## src/rtl/gpio_port_pkg.sv

```systemverilog
package gpio_port_pkg;
  localparam int unsigned OFS_CFG = 'h00;
  localparam int unsigned OFS_OE  = 'h10;
  localparam int unsigned OFS_OUT = 'h20;
  localparam int unsigned OFS_IN  = 'h30;
  localparam int unsigned NCTL    = 3;

  typedef enum logic [1:0] {
    CTL_CFG = 2'd0,
    CTL_OE  = 2'd1,
    CTL_OUT = 2'd2
  } ctl_e;

  function automatic int unsigned ctl_ofs(input int unsigned idx);
    case (idx)
      0:       return OFS_CFG;
      1:       return OFS_OE;
      default: return OFS_OUT;
    endcase
  endfunction
endpackage

```

## src/rtl/gpio_sync2.sv

```systemverilog
module gpio_sync2 #(
  parameter int unsigned W = 8
) (
  input  logic         clk_i,
  input  logic         rst_ni,
  input  logic [W-1:0] d_i,
  output logic [W-1:0] q_o
);
  logic [W-1:0] s1_q, s2_q;

  always_ff @(posedge clk_i or negedge rst_ni) begin
    if (!rst_ni) begin
      s1_q <= '0;
      s2_q <= '0;
    end else begin
      s1_q <= d_i;
      s2_q <= s1_q;
    end
  end

  assign q_o = s2_q;
endmodule

```

## src/rtl/gpio_ctl_reg.sv

```systemverilog
module gpio_ctl_reg #(
  parameter int unsigned NPIN = 8
) (
  input  logic            clk_i,
  input  logic            rst_ni,
  input  logic            dir_we_i,
  input  logic            msk_we_i,
  input  logic [NPIN-1:0] val_i,
  input  logic [NPIN-1:0] sel_i,
  output logic [NPIN-1:0] q_o
);
  logic [NPIN-1:0] q_d, q_q;

  always_comb begin
    q_d = q_q;
    if (dir_we_i)      q_d = val_i;
    else if (msk_we_i) q_d = (q_q & ~sel_i) | (val_i & sel_i);
  end

  always_ff @(posedge clk_i or negedge rst_ni) begin
    if (!rst_ni) q_q <= '0;
    else         q_q <= q_d;
  end

  assign q_o = q_q;

  assert_masked_keep_R3: assert property (@(posedge clk_i) disable iff (!rst_ni)
    msk_we_i |=> ((q_q ^ $past(q_q)) & ~$past(sel_i)) == '0);

  assert_masked_set_R3: assert property (@(posedge clk_i) disable iff (!rst_ni)
    msk_we_i |=> ((q_q ^ $past(val_i)) & $past(sel_i)) == '0);

  assert_direct_load_R2: assert property (@(posedge clk_i) disable iff (!rst_ni)
    dir_we_i |=> q_q == $past(val_i));

  assert_hold_idle_R9: assert property (@(posedge clk_i) disable iff (!rst_ni)
    !(dir_we_i || msk_we_i) |=> $stable(q_q));
endmodule

```

## src/rtl/gpio_port.sv

```systemverilog
module gpio_port
  import gpio_port_pkg::*;
#(
  parameter int unsigned ADDR_W      = 12,
  parameter int unsigned NPIN        = 8,
  parameter int unsigned PORT_IDX    = 0,
  parameter int unsigned PORT_STRIDE = 4,
  parameter int unsigned MASK_BASE   = 'h80
) (
  input  logic              clk_i,
  input  logic              rst_ni,
  input  logic [ADDR_W-1:0] addr_i,
  input  logic              we_i,
  input  logic [31:0]       wdata_i,
  output logic [31:0]       rdata_o,
  input  logic [NPIN-1:0]   pin_i,
  output logic [NPIN-1:0]   pin_o,
  output logic [NPIN-1:0]   pin_oe_o,
  output logic [NPIN-1:0]   pin_gpio_o,
  output logic [NPIN-1:0]   pin_val_o
);
  localparam int unsigned DW   = 32;
  localparam int unsigned BASE = PORT_IDX * PORT_STRIDE;

  logic [NPIN-1:0] ctl_q [NCTL];
  logic [NCTL-1:0] dir_hit, msk_hit;
  logic            in_hit;
  logic [NPIN-1:0] in_sync;
  logic [NPIN-1:0] wr_val, wr_sel;
  logic [NPIN-1:0] rd_val;
  logic            unused_wdata;

  assign wr_val       = wdata_i[NPIN-1:0];
  assign wr_sel       = wdata_i[2*NPIN-1:NPIN];
  assign unused_wdata = ^wdata_i[DW-1:2*NPIN];
  assign in_hit       = addr_i == ADDR_W'(BASE + OFS_IN);

  for (genvar g = 0; g < NCTL; g++) begin : g_ctl
    assign dir_hit[g] = addr_i == ADDR_W'(BASE + ctl_ofs(g));
    assign msk_hit[g] = addr_i == ADDR_W'(MASK_BASE + BASE + ctl_ofs(g));

    gpio_ctl_reg #(.NPIN(NPIN)) u_reg (
      .clk_i    (clk_i),
      .rst_ni   (rst_ni),
      .dir_we_i (we_i && dir_hit[g]),
      .msk_we_i (we_i && msk_hit[g]),
      .val_i    (wr_val),
      .sel_i    (wr_sel),
      .q_o      (ctl_q[g])
    );
  end

  gpio_sync2 #(.W(NPIN)) u_sync (
    .clk_i  (clk_i),
    .rst_ni (rst_ni),
    .d_i    (pin_i),
    .q_o    (in_sync)
  );

  always_comb begin
    rd_val = '0;
    for (int i = 0; i < NCTL; i++)
      if (dir_hit[i] || msk_hit[i]) rd_val = ctl_q[i];
    if (in_hit) rd_val = in_sync;
  end

  assign rdata_o    = DW'(rd_val);
  assign pin_gpio_o = ctl_q[CTL_CFG];
  assign pin_oe_o   = ctl_q[CTL_OE];
  assign pin_o      = ctl_q[CTL_OUT];
  // output-enabled pins report the driven level, the rest the pad
  assign pin_val_o  = (pin_o & pin_oe_o) | (in_sync & ~pin_oe_o);

  assert_rd_upper_zero_R4: assert property (@(posedge clk_i) disable iff (!rst_ni)
    rdata_o[DW-1:NPIN] == '0);

  assert_in_write_ignored_R6: assert property (@(posedge clk_i) disable iff (!rst_ni)
    (we_i && in_hit) |=> $stable(pin_gpio_o) && $stable(pin_oe_o) && $stable(pin_o));

  assert_reset_clear_R1: assert property (@(posedge clk_i)
    !rst_ni |-> (pin_gpio_o == '0) && (pin_oe_o == '0) && (pin_o == '0));
endmodule

```

## config.mk

```make
export PLATFORM = sky130hd
export DESIGN_NAME = gpio_port
export DESIGN_NICKNAME = d
export VERILOG_FILES = /design/src/rtl/gpio_port_pkg.sv /design/src/rtl/gpio_sync2.sv /design/src/rtl/gpio_ctl_reg.sv /design/src/rtl/gpio_port.sv
export SDC_FILE = /design/constraint.sdc
export NUM_CORES = 1
export LEC_CHECK = 0
export ABC_CLOCK_PERIOD_IN_PS = 1900
export BUFFER_PORTS_ARGS = -buffer_cell sky130_fd_sc_hd__buf_2
export CORE_ASPECT_RATIO = 1.4
export CORE_UTILIZATION = 44
export DETAILED_ROUTE_END_ITERATION = 10
export PLACE_DENSITY = 0.8
export SLEW_MARGIN = 5
export SYNTH_ARGS = -nofsm -noshare
export SYNTH_HDL_FRONTEND = slang
export SYNTH_SLANG_ARGS = --single-unit
export TNS_END_PERCENT = 5
```

## constraint.sdc

```tcl
create_clock -name clk_i -period 1.9 [get_ports clk_i]
set_input_delay 0.19 -clock clk_i [delete_from_list [all_inputs] [get_ports clk_i]]
set_output_delay 0.19 -clock clk_i [all_outputs]
set_load 0.1 [all_outputs]
```

=== After elaboration in Yosys (flattened, before gate mapping) ===
Cells that the tools add are included.

* Equal/unequal tests: 6
* Multiplexer cells: 10
* Bitwise gates (word level): 12
* Reduce and logical (&&, ||, !) cells: 13

{| class="wikitable"
|+ Operators by type and width
! cell !! count
|-
| $mux 8 || 10
|-
| $and 8x8->8 || 6
|-
| $eq 12x8->1 const B || 3
|-
| $or 8x8->8 || 4
|-
| $eq 12x6->1 const B || 2
|-
| $not 8->8 || 2
|-
| $eq 12x5->1 const B || 1
|-
| $logic_not 12->1 || 1
|-
| $logic_and 1x1->1 || 6
|-
| $reduce_bool 2->1 || 3
|-
| $logic_or 1x1->1 || 3
|}

* Bits in registers: 40
* Output and inout port bits: 64
* Logic and storage cells: 46

=== Depth between registers and ports, before layout ===
Gate-level depths: netlist of run 1.

* Depth after elaboration: 6
* Depth in mapped cells: 5
* Gate-level depth less buffers: 4

=== By module ===
From an unflattened synthesis of run 1, not the netlist that was laid out.

* Cells, all modules: 173
* Area, all modules: 2250.9 µm²

{| class="wikitable"
|+ Modules (own cells, without submodules)
! module !! instances !! cells an instance !! area each (µm²) !! sequential area each (µm²)
|-
| gpio_ctl_reg || 3 || 26 || 409.1 || 200.2
|-
| gpio_port || 1 || 79 || 623.1 || 0.0
|-
| gpio_sync2 || 1 || 16 || 400.4 || 400.4
|}

=== Worst setup path before layout of run 1 ===
Ideal clock, no wire load.

* Path type: input-to-output
* From: input addr_i[9]
* To: output rdata_o[0]
* Arrival: 3532 ps
* Slack: -1822 ps
* Stages on the path: 4
* Cells stage by stage: or4_4 -> or3_1 -> clkbuf_1 -> a211oi_1

* Cells in the longest elaborated chain, start to end: 6

{| class="wikitable"
|+ RTL lines
! what !! RTL line !! source
|-
| from (decl) || gpio_port.sv:12 || <nowiki>input logic [ADDR_W-1:0] addr_i,</nowiki>
|-
| $eq 12x8->1 or $logic_not 12->1 (tied branches) || gpio_port.sv:40, gpio_port.sv:39 ||
|-
| $logic_or 1x1->1 || gpio_port.sv:63 || <nowiki>if (dir_hit[i] || msk_hit[i]) rd_val = ctl_q[i];</nowiki>
|-
| $mux 8 (3 in series) || gpio_port.sv:63 ||
|-
| $mux 8 * || gpio_port.sv:64 || <nowiki>if (in_hit) rd_val = in_sync;</nowiki>
|-
| to (decl) || gpio_port.sv:15 || <nowiki>output logic [31:0] rdata_o,</nowiki>
|}

Every way passes the cells marked *; elsewhere a longest branch is shown, timed or not.

=== Worst setup path in the final report of run 1 ===
* From: input addr_i[2]
* To: output rdata_o[3]

The elaborated chain is that of the path after synthesis.

==> results of run 1 <==
critical path: stages:
cell,delay [ns]
buf_6,0.09
or4_4,0.54
or3_4,0.40
buf_12,0.17
a211oi_4,0.21
buf_12,0.21
synthesized netlist by cell type (all sizes together):
| master | number |
|---|---|
| nand3b | 1 |
| nand2b | 1 |
| a211oi | 16 |
| nor4 | 2 |
| a22oi | 4 |
| or4 | 2 |
| dfrtp | 40 |
| buf | 25 |
| nor2b | 8 |
| nand2 | 28 |
| a21oi | 12 |
| nor3 | 1 |
| nor2 | 5 |
| or3 | 1 |
| clkbuf | 6 |
| clkinv | 1 |
| conb | 1 |
| inv | 8 |
| mux2 | 32 |
report_power, final:
group          internal [mW]  leakage [nW]  switching (mW)
Combinational         0.0805         0.917           0.401
Sequential             0.871         0.521         0.00904
Clock                  0.390        0.0552           0.283
Total                   1.34          1.49           0.693
per-layer routing:
layer  share of wire [%]  vias up  wire length [um]  track usage (%)
met5                   0        -                 0                0
met3                 5.5        8               266            3.101
met2                  53       67              2596            34.77
li1                    -      805                 -                -
met4                 2.3        0               112            9.937
met1                  39      825              1895            27.54
repair_timing:
action,4_1_cts,5_1_grt
setup endpoints to repair,8,8
pin swaps,2,0
hold buffers,7,0
resized for setup,2,0
hold endpoints to repair,7,0
cell type report:
class	instances	area share, %
flip-flops and latches	40	33.76
clock buffers	6	2.447
repair buffers	99	23.76
multi-input cells	137	35.11
inverters	9	1.139
well taps	62	2.616
clock inverters	2	1.181
how the worst min path moves through the flow:
| stage | startpoint | to | slack, ns | cells after the start |
|---|---|---|---|---|
| after floorplan | rst_ni | asynchronous set/reset pin | -0.11 | 0 |
| after global placement | pin_i[0] | u_sync.s1_q[0]$_DFF_PN0_ | 0.30 | 1 |
| after detailed placement | pin_i[3] | u_sync.s1_q[3]$_DFF_PN0_ | 0.30 | 1 |
| after CTS | pin_i[7] | u_sync.s1_q[7]$_DFF_PN0_ | 0.003 | 1 |
| after global routing | pin_i[7] | u_sync.s1_q[7]$_DFF_PN0_ | 0.005 | 1 |
| final | pin_i[7] | u_sync.s1_q[7]$_DFF_PN0_ | 0.007 | 1 |
logic make-up (layout without fill, tap and decap cells):
kind of cell / after synthesis / after routing
flops: 40 / 40
simple gates: 49 / 49
other cells: 1 / 24
mux: 32 / 32
buf+inv: 40 / 116
compound gates: 32 / 32
==> metrics.md, run 1 <==
| Metric | Value |
|---|---|
| Outcome | finished, violations left |
| Failing checks | negative setup slack |
| Final Instance Area | ~3000 um2 |
| Initial antenna violation count | 0 |
| Inst Count DP | between 300 and 400 |
| First-pass GRT wire length | ~8000 um |
| PwrDens | between 600 and 700 nW/um2 |
| Worst Skew | about 0.011 ns |
| Final hold vios | 0 |
| Setup WS pre-CTS | -0.1594 ns |
| Seq/Total Area, Yosys | between 40% and 50% |
| Clock buffer depth | 2 |
| Final Max Slew Viols | 0 |
| Post-synthesis mux area share | between 15 and 20% |
| Area contributors post-synth | dfrtp_1 (48%), mux2_2 (9.7%), buf_4 (8.6%) |
| # fillers | around 370 |
| ANT cells | 0 |
| Clock sink count | 40 |
| Area growth syn-to-layout | 41.83% |
| Complex-gate fraction of the synthesized area | between 10% and 20% |
| R2r setup slk | between 1 and 1.5 ns |
| Die width | 60.26 um |
| Post-Syn Area per Cell | between 10 and 15 um2 |
| Routed WL | about 5000 um |
| Synth area leader | dfrtp_1 |
| Starting Density | a little under half |
| Site Rows | 29 |
| Worst Setup SP | addr_i[2] |
| Mapped Area | between 2000 and 2500 um2 |
| Routability cong. | just under 0.8 |
| DRC Markers | 0 |
| Post-place instance area | around 2800 um2 |
| Commonest cells after routing, fill and taps aside | buf_2 (69), dfrtp_1 (40), nand2_1 (28), conb_1 (24), mux2_2 (18) |
| Total GRT Usage | 21.51% |
| Max IR drop VDD | 0.0004982 V |
| Worst setup path class | in2out |
| Synth Instances | a little under 200 |
| Final Worst Setup Slack | -0.1034 ns |
| Iteration-0 DRC Markers | 70 |
| Critical Path End | rdata_o[3] |
| Hold Path Class | in2reg |
| FF-to-FF path depth | 1 |
| IO Count | between 100 and 150 |
| Synth cell types | 21 |
| Grt ovf | 0 |
| Post-Layout Cell Count | 355 |
| Max_slew headroom | 41.08% |
| Adder-cell share of the synthesized area | 0% |
| Yosys top cell area share | between 40% and 50% |
| Most common cell after layout, fill and taps aside | buf_2 |
| Antenna Nets Post-Route | 0 |
| Hpwl dp | 3687 um |
| Setup violators final | 8 |
| Via count | between 1500 and 2000 |
| Final Critical Period | 2.003 ns |
| Clock transition at path regs | around 0.070 ns |
| Share of layout cells above drive strength 1 | 44.71% |
| Startpoint Class | input pin |
| Xor and xnor area share after synthesis | 0% |
| Arrival time worst endpoint | about 1.8 ns |
| Vias per cell | 4.803 |
| Routed wire length per instance | 13.72 um |
| Count of warnings emitted by yosys | 0 |
| Register area | between 1000 and 1500 um2 |
| CTS tree | yes |
| Pin count of the biggest net entering global routing | 41 |
| Final setup TNS | -0.7672 ns |
| Design Power | roughly 2.0 mW |
| Port bufs | between 70 and 80 |
| Max Fclk | 0.4992 GHz |
| Lkg Pwr | about 1.5 nW |
| Core area | roughly 4500 um2 |
| Main combinational cell family by area after synthesis | multiplexers |
| Clock root cell | clkbuf_8 |
| Final period util | 105.4% |
| Worst-Margin Slew | approximately 0.88 ns |
| Max cap viols | 0 |
| Die Height | ~84 um |
| Clock buffer count from CTS | 5 |
| RSZ-0062 raised after global routing | yes |
| Final Hold Slack | 0.007301 ns |
| H-tree depth | 2 |
| #FFs+latches synth | 40 |
| Critical path required time | 1.71 ns |
| Final core occ | about two thirds |
| Max Fanout on Critical Path | 8 |
| Post-CTS Setup Repair Bufs | 0 |
| Die ar. | just over 5000 um2 |
| Clk Latency, worst-skew pair | 0.30 ns |
| Multi-input gate area | 1041 um2 |
| CP Capture Type | primary output |
| Area share of and/or/nand/nor cells after synthesis | between 10% and 20% |
| Number of global-route vias before repair | between 1500 and 2000 |
| Nets | 347 |
| TritonRoute pass-1 iters | 4 |
No activity file was read; power rests on OpenSTA's default activity.
==> run 2: changes to the inputs <==
--- a/config.mk
+++ b/config.mk
@@ -5,12 +5,14 @@
 export SDC_FILE = /design/constraint.sdc
 export NUM_CORES = 1
 export LEC_CHECK = 0
+export ABC_AREA = 1
 export ABC_CLOCK_PERIOD_IN_PS = 1900
 export BUFFER_PORTS_ARGS = -buffer_cell sky130_fd_sc_hd__buf_2
 export CORE_ASPECT_RATIO = 1.4
-export CORE_UTILIZATION = 44
+export CORE_UTILIZATION = 48
 export DETAILED_ROUTE_END_ITERATION = 10
-export PLACE_DENSITY = 0.8
+export HOLD_SLACK_MARGIN = 0.1
+export PLACE_DENSITY = 0.81
 export SLEW_MARGIN = 5
 export SYNTH_ARGS = -nofsm -noshare
 export SYNTH_HDL_FRONTEND = slang
==> run 2 against run 1 <==
  * Register-to-register slack barely moved
  * Synthesized cell count grew 110%
  * Flip-flop and latch count is the same
  * Die area is 16% higher
  * Count of clock-buffer cells in the layout stayed put
  * First-iteration DRC count increased by 140%
  * Highest routed layer unchanged
  * The run now ends clean
  * Cell count is 57% higher
==> metrics.md, run 2 <==
| Metric | Value |
|---|---|
| Outcome | finished clean (was finished, violations left) |
| Routed wire length per instance | 12.01 um (was 13.72 um) |
| Grt ovf | 0 (unchanged) |
| Most common cell after layout, fill and taps aside | nand2_1 (was buf_2) |
| Synth top cells by count | nand2_1 (146), inv_1 (83), nand3_1 (57), dfrtp_1 (40), buf_4 (26) (was dfrtp_1 (40), nand2_1 (28), buf_4 (24), mux2_2 (18), a211oi_1 (16)) |
| First-pass GRT wire length | 10830 um (was 7879 um) |
| Routed WL | 6690 um (was 4871 um) |
| Clock root cell | clkbuf_8 (unchanged) |
| # resized after CTS | 0 (was 2) |
| Clk Latency, worst-skew pair | 0.29 ns (was 0.30 ns) |
| Clock buffer count from CTS | 5 (unchanged) |
| Startpoint Class | input pin (unchanged) |
| Worst setup path class | in2out (unchanged) |
| Final Critical Period | 1.794 ns (was 2.003 ns) |
| Inst Count DP | 540 (was 340) |
| CTS tree | yes (unchanged) |
| Critical path required time | 1.71 ns (about the same) |
| PwrDens | 574.7 nW/um2 (was 686.0 nW/um2) |
| Post-Syn Area per Cell | 6.652 um2 (was 10.78 um2) |
| Yosys top cell area share | 37.52% (was 47.88%) |
| Top FF cell, synth | dfrtp_1 (unchanged) |
| Area growth syn-to-layout | 29.27% (was 41.83%) |
| Crit-path cells | buf_2, inv_1, nor2_4, nand3_1, nand3_1, nand2_1, nand2_2, buf_12 (was buf_6, or4_4, or3_4, buf_12, a211oi_4, buf_12) |
| TritonRoute pass-1 iters | 5 (was 4) |
| DRC Markers | 0 (unchanged) |
| CP Capture Type | primary output (unchanged) |
| Final core occ | 65.37% (was 65.38%) |
| Synth Instances | 401 (was 194) |
| Routability cong. | 0.8016 (was 0.7682) |
| Worst Setup SP | addr_i[5] (was addr_i[2]) |
| Post-Layout Cell Count | 557 (was 355) |
| RSZ-0062 raised after global routing | no (was yes) |
| Site Rows | 31 (was 29) |
| Count of warnings emitted by yosys | 0 (unchanged) |
| Number of global-route vias before repair | 2398 (was 1670) |
| Arrival time worst endpoint | 1.60 ns (was 1.81 ns) |
| Setup violators final | 0 (was 8) |
| Hold Crit Start | wdata_i[5] (was pin_i[7]) |
| Total GRT Usage | 24.02% (was 21.51%) |
| Crit-path leading delay family | simple AND/OR/NAND/NOR gates (unchanged) |
| Vias per cell | 4.826 (was 4.803) |
| ANT cells | 0 (unchanged) |
| Slowest-stage cell, CP | nand3_1 (was or4_4) |
| Lkg Pwr | 1.920 nW (was 1.494 nW) |
| Final Max Slew Viols | 0 (unchanged) |
| Worst Skew | 0.0002493 ns (was 0.01123 ns) |
| Final period util | 94.42% (was 105.4%) |
| EDFF count, synth | 0 (unchanged) |
| H-tree depth | 2 (unchanged) |
| Cts hold-fix bufs | 9 (was 7) |
| Nets | 545 (was 347) |
| Max Fclk | 0.5574 GHz (was 0.4992 GHz) |
| Share of layout cells above drive strength 1 | 24.64% (was 44.71%) |
| #FFs+latches synth | 40 (unchanged) |
| Initial antenna violation count | 0 (unchanged) |
| Clock transition at path regs | 0.08 ns (was 0.07 ns) |
| # fillers | 496 (was 366) |
| Top-count cell post-synth | nand2_1 (was dfrtp_1) |
| IO Count | 119 (unchanged) |
| Max incr delay on CP | 0.36 ns (was 0.54 ns) |
| Hold Path Class | in2reg (unchanged) |
| Design Power | 1.982 mW (was 2.034 mW) |
| Post-CTS Setup Repair Bufs | 0 (unchanged) |
| Pin count of the biggest net entering global routing | 28 (was 41) |
| Hpwl dp | 4782 um (was 3687 um) |
| Core area | 5275 um2 (was 4536 um2) |
| Starting Density | 50.57% (was 46.10%) |
| Seq/Total Area, Yosys | 37.52% (was 47.88%) |
| Ys async rst share | 100.0% (unchanged) |
| Area contributors post-synth | dfrtp_1 (38%), nand2_1 (21%), inv_1 (12%) (was dfrtp_1 (48%), mux2_2 (9.7%), buf_4 (8.6%)) |
| Port bufs | 78 (unchanged) |
| Clock sink count | 40 (unchanged) |
| Die ar. | 5864 um2 (was 5035 um2) |
| Via count | 2688 (was 1705) |
| Die width | 65.01 um (was 60.26 um) |
| Final hold vios | 0 (unchanged) |
| Max Fanout on Critical Path | 10 (was 8) |
| Antenna Nets Post-Route | 0 (unchanged) |
| Synth area leader | dfrtp_1 (unchanged) |
| Crit path buf inv count | 3 (unchanged) |
| Iteration-0 DRC Markers | 165 (was 70) |
| Clock buffer depth | 2 (unchanged) |
| Final Hold Slack | 0.2109 ns (was 0.007301 ns) |
| Commonest cells after routing, fill and taps aside | nand2_1 (138), inv_1 (83), buf_2 (70), nand3_1 (57), dfrtp_1 (39) (was buf_2 (69), dfrtp_1 (40), nand2_1 (28), conb_1 (24), mux2_2 (18)) |
| Max IR drop VDD | 0.0005115 V (was 0.0004982 V) |
| Synth cell types | 20 (was 21) |
| Max cap viols | 0 (unchanged) |
| Die Height | 90.21 um (was 83.56 um) |
| Crit-path most repeated cell | nand3_1 (was buf_12) |
| Mapped Area | 2668 um2 (was 2091 um2) |
run 2: changes by cell type in the layout (fill, tap and decap cells not counted), moves of 5 or more:
cell / delta
nor2_4: +5
nand2_1: +110
mux2_2: -18
mux2_1: -14
a211oi_1: -8
o21ai_4: +8
inv_1: +75
nand2_2: +10
nand4_1: +8
a21oi_1: -12
nor2b_1: -8
nand3_1: +57
buf_4: -9
a211oi_4: -8
run 2: logic make-up (layout without fill, tap and decap cells):
family	Yosys count	after routing	share of synthesized area, %
simple gates	234	234	39.63
buf+inv	118	185	21.20
compound gates	8	8	1.501
flops	40	40	37.52
other cells	1	24	0.1406
run 2: area by class of cell:
class	count	area (um2)	share of cell area (%)
Clock buffer	6	72.57	2.104
Clock inverter	2	35.03	1.016
Inverter	86	327.8	9.507
Multi-Input combinational cell	266	1297	37.63
Sequential cell	40	1002	29.06
Tap cell	66	82.58	2.395
Timing Repair Buffer	91	630.6	18.29
run 2: stage by stage:
stage               setup slack [ns]  TNS, ns  cell area (um2)
global placement              0.1390        0             3251
finish                        0.1060        0             3448
CTS                           0.1295        0             3448
global route                 0.03426        0             3448
detailed placement            0.1330        0             3251
floorplan                   -0.08174  -0.9082             2865
run 2: tightest hold or removal path, cell delays in order:
cell	delay, ns
buf_2	0.07
inv_1	0.05
nand3_1	0.08
nand2_1	0.05
inv_1	0.04
run 2: final timing paths:
| kind | endpoint | slack (ns) | depth (start not counted) |
|---|---|---|---|
| min in group asynchronous | asynchronous set/reset pin | 0.32 | 2 |
| hold / removal | flip-flop | 0.21 | 5 |
| setup reg to reg | flip-flop | 1.06 | 4 |
| max in group asynchronous | asynchronous set/reset pin | 0.92 | 3 |
| hold reg to reg | u_sync.q_o[7]$_DFF_PN0_ | 0.35 | 0 |
| setup / recovery | rdata_o[3] | 0.11 | 8 |
run 2: metal layers:
| layer | part of all wire, % | global-route usage, % | vias to the layer above | wire (um) |
|---|---|---|---|---|
| met2 | 52 | 41.84 | 108 | 3504 |
| met3 | 7.3 | 3.299 | 16 | 488 |
| met4 | 2.4 | 9.630 | 0 | 159 |
| met5 | 0 | 0 | - | 0 |
| li1 | - | - | 1332 | - |
| met1 | 38 | 28.97 | 1232 | 2538 |
run 2: power breakdown:
group	switching [mW]	total (mW)	internal (mW)	leakage [nW]
combinational	0.340	0.408	0.0675	1.47
sequential	0.00852	0.878	0.870	0.396
clock	0.305	0.695	0.390	0.0552
total	0.654	1.98	1.33	1.92
==> run 3: changes to the inputs <==
--- a/config.mk
+++ b/config.mk
@@ -11,8 +11,8 @@
 export CORE_ASPECT_RATIO = 1.4
 export CORE_UTILIZATION = 48
 export DETAILED_ROUTE_END_ITERATION = 10
-export HOLD_SLACK_MARGIN = 0.1
-export PLACE_DENSITY = 0.81
+export MAX_ROUTING_LAYER = met4
+export PLACE_DENSITY = 0.82
 export SLEW_MARGIN = 5
 export SYNTH_ARGS = -nofsm -noshare
 export SYNTH_HDL_FRONTEND = slang
==> run 3 against run 2 <==
  * Clock power is 11% higher
  * Via count is 0.26% higher
  * Setup slack better by 0.079 ns
  * Global-route usage is 0.88 points higher
  * Utilization up 0.74 points
  * Critical path depth up 3
  * Register-to-register slack hardly changed
  * Routed wire length unchanged
  * Fmax is 4.6% higher
  * Non-clock buffer count is 2 higher
  * Cell count up 0.36%
  * Count of clock-buffer cells in the layout grew 1
  * Critical path type unchanged
  * Critical endpoint unchanged
==> metrics.md, run 3 (synthesis results as in run 2) <==
| Metric | Value |
|---|---|
| Lkg Pwr | 1.939 nW (was 1.920 nW) |
| Clock sink count | 40 (unchanged) |
| Nets | 547 (was 545) |
| Grt ovf | 0 (unchanged) |
| Worst-Margin Slew | approximately 0.52 ns |
| Hpwl dp | 4660 um (was 4782 um) |
| Clock root cell | clkbuf_8 (unchanged) |
| Die Height | 90.21 um (unchanged) |
| Clock share of power | 37.3% (was 35.1%) |
| Pin count of the biggest net entering global routing | 22 (was 28) |
| Die ar. | 5864 um2 (unchanged) |
| Final Max Slew Viols | 0 (unchanged) |
| Initial antenna violation count | 0 (unchanged) |
| Hold Crit Start | wdata_i[6] (was wdata_i[5]) |
| Post-CTS Setup Repair Bufs | 0 (unchanged) |
| Routability cong. | 0.8033 (was 0.8016) |
| Worst Skew | 0.001883 ns (was 0.0002493 ns) |
| Final Hold Slack | 0.2082 ns (was 0.2109 ns) |
| Area growth syn-to-layout | 30.72% (was 29.27%) |
| Critical path required time | 1.71 ns (about the same) |
| PwrDens | 590.4 nW/um2 (was 574.7 nW/um2) |
| Sequential Power Share | 42.6% (was 44.3%) |
| Gate power share | 20.1% (was 20.6%) |
| Sw power | 655.2 uW (was 654.3 uW) |
| Clock buffer depth | 2 (unchanged) |
| Iteration-0 DRC Markers | 201 (was 165) |
| Via count | 2695 (was 2688) |
| Site Rows | 31 (unchanged) |
| Vias per cell | 4.821 (was 4.826) |
| Most common cell after layout, fill and taps aside | nand2_1 (unchanged) |
| Final Worst Setup Slack | 0.1854 ns (was 0.1060 ns) |
| Post-Layout Cell Count | 559 (was 557) |
| Setup WS pre-CTS | 0.1342 ns (was 0.1330 ns) |
| Commonest cells after routing, fill and taps aside | nand2_1 (138), inv_1 (83), buf_2 (70), nand3_1 (56), dfrtp_1 (39) (was nand2_1 (138), inv_1 (83), buf_2 (70), nand3_1 (57), dfrtp_1 (39)) |
| Inst Count DP | 542 (was 540) |
| R2r setup slk | 1.07 ns (was 1.06 ns) |
| Antenna Nets Post-Route | 0 (unchanged) |
| Number of global-route vias before repair | 2405 (was 2398) |
| IO Count | 119 (unchanged) |
| Hold Path Class | in2reg (unchanged) |
| Max IR drop VDD | 0.0005256 V (was 0.0005115 V) |
| Setup violators final | 0 (unchanged) |
| Starting Density | 50.57% (unchanged) |
| First-pass GRT wire length | 10910 um (was 10830 um) |
| DRC Markers | 0 (unchanged) |
| Die width | 65.01 um (unchanged) |
| Routed WL | 6690 um (unchanged) |
| Design Power | 2.059 mW (was 1.982 mW) |
| FF-to-FF path depth | 4 (unchanged) |
| Final Critical Period | 1.715 ns (was 1.794 ns) |
| Startpoint Class | input pin (unchanged) |
| Clock transition at path regs | 0.07 ns (was 0.08 ns) |
| Core area | 5275 um2 (unchanged) |
| Arrival time worst endpoint | 1.52 ns (was 1.60 ns) |
| Max_slew headroom | 65.37% |
| H-tree depth | 2 (unchanged) |
| Sw frac | 31.82% (was 33.01%) |
| Share of layout cells above drive strength 1 | 25.35% (was 24.64%) |
| TritonRoute pass-1 iters | 5 (unchanged) |
| RSZ-0062 raised after global routing | no (unchanged) |
| Outcome | finished clean (unchanged) |
| Clock buffer count from CTS | 5 (unchanged) |
| Max Fanout on Critical Path | 21 (was 10) |
| Internal | 1.404 mW (was 1.328 mW) |
| Post-place instance area | 3266 um2 (was 3251 um2) |
| CP Capture Type | primary output (unchanged) |
| Final Instance Area | 3487 um2 (was 3448 um2) |
| Clk Latency, worst-skew pair | 0.30 ns (was 0.29 ns) |
| Worst hold path depth | 5 (unchanged) |
| Port bufs | 78 (unchanged) |
| CTS tree | yes (unchanged) |
| Total GRT Usage | 24.91% (was 24.02%) |
| Worst setup path class | in2out (unchanged) |
| ANT cells | 0 (unchanged) |
| Final period util | 90.24% (was 94.42%) |
| Max cap viols | 0 (unchanged) |
| Max Fclk | 0.5832 GHz (was 0.5574 GHz) |
| Final hold vios | 0 (unchanged) |
| Routed wire length per instance | 11.97 um (was 12.01 um) |
run 3: changes by cell type in the layout (fill, tap and decap cells not counted), sizes merged:
cell / before / now
clkbuf: 6 / 7
clkinv: 2 / 1
buf: 82 / 84
run 3: worst max path at each step:
| stage | start | end | slack [ns] |
|---|---|---|---|
| after floorplan | flip-flop | rdata_o[3] | -0.08 |
| after global placement | addr_i[11] | rdata_o[3] | 0.15 |
| after detailed placement | addr_i[11] | rdata_o[3] | 0.13 |
| after CTS | addr_i[11] | rdata_o[3] | 0.13 |
| after global routing | addr_i[11] | rdata_o[3] | 0.04 |
| final | addr_i[11] | rdata_o[3] | 0.19 |
run 3: what timing repair did:
| item | in CTS | in global routing |
|---|---|---|
| endpoints found under the setup margin | 0 | 2 |
| resized for setup | 0 | 1 |
| endpoints found under the hold margin | 25 | 0 |
| hold buffers | 9 | 0 |
run 3: per-stage QoR:
step                      TNS, ns  util (%)
after floorplan           -0.9082         -
after global placement          0     61.91
final                           0     66.11
after CTS                       0     66.01
after detailed placement        0     61.91
after global routing            0     66.11
run 3: routing by layer:
layer	track usage [%]	part of all wire, %
met4	9.444	2.0
met3	3.173	7.3
met5	-	0
met2	43.49	52
met1	28.21	38
run 3: power groups by stage:
stage                     logic [mW]  clock network [mW]  registers [mW]
after global placement         0.392                   0           0.895
after detailed placement       0.396                   0           0.895
final                          0.413               0.768           0.878
after global routing           0.435               0.808           0.880
after floorplan                0.331                   0           0.910
after CTS                      0.411               0.772           0.878
run 3: layout make-up:
class	instances	area, um2
inverters	86	327.8
clock inverters	1	30.03
repair buffers	93	645.6
fillers	471	1788
multi-input cells	266	1303
clock buffers	7	96.34
well taps	66	82.58
flip-flops and latches	40	1002
run 3: critical path, cell delays in order:
cell and delay [ns]:
buf_2 0.09, nor2_1 0.09, nand2_1 0.09, nor2_4 0.20, buf_4 0.29, nand4_1 0.12
nand2_1 0.08, inv_1 0.04, nand2_1 0.08, nand2_2 0.07, buf_12 0.17
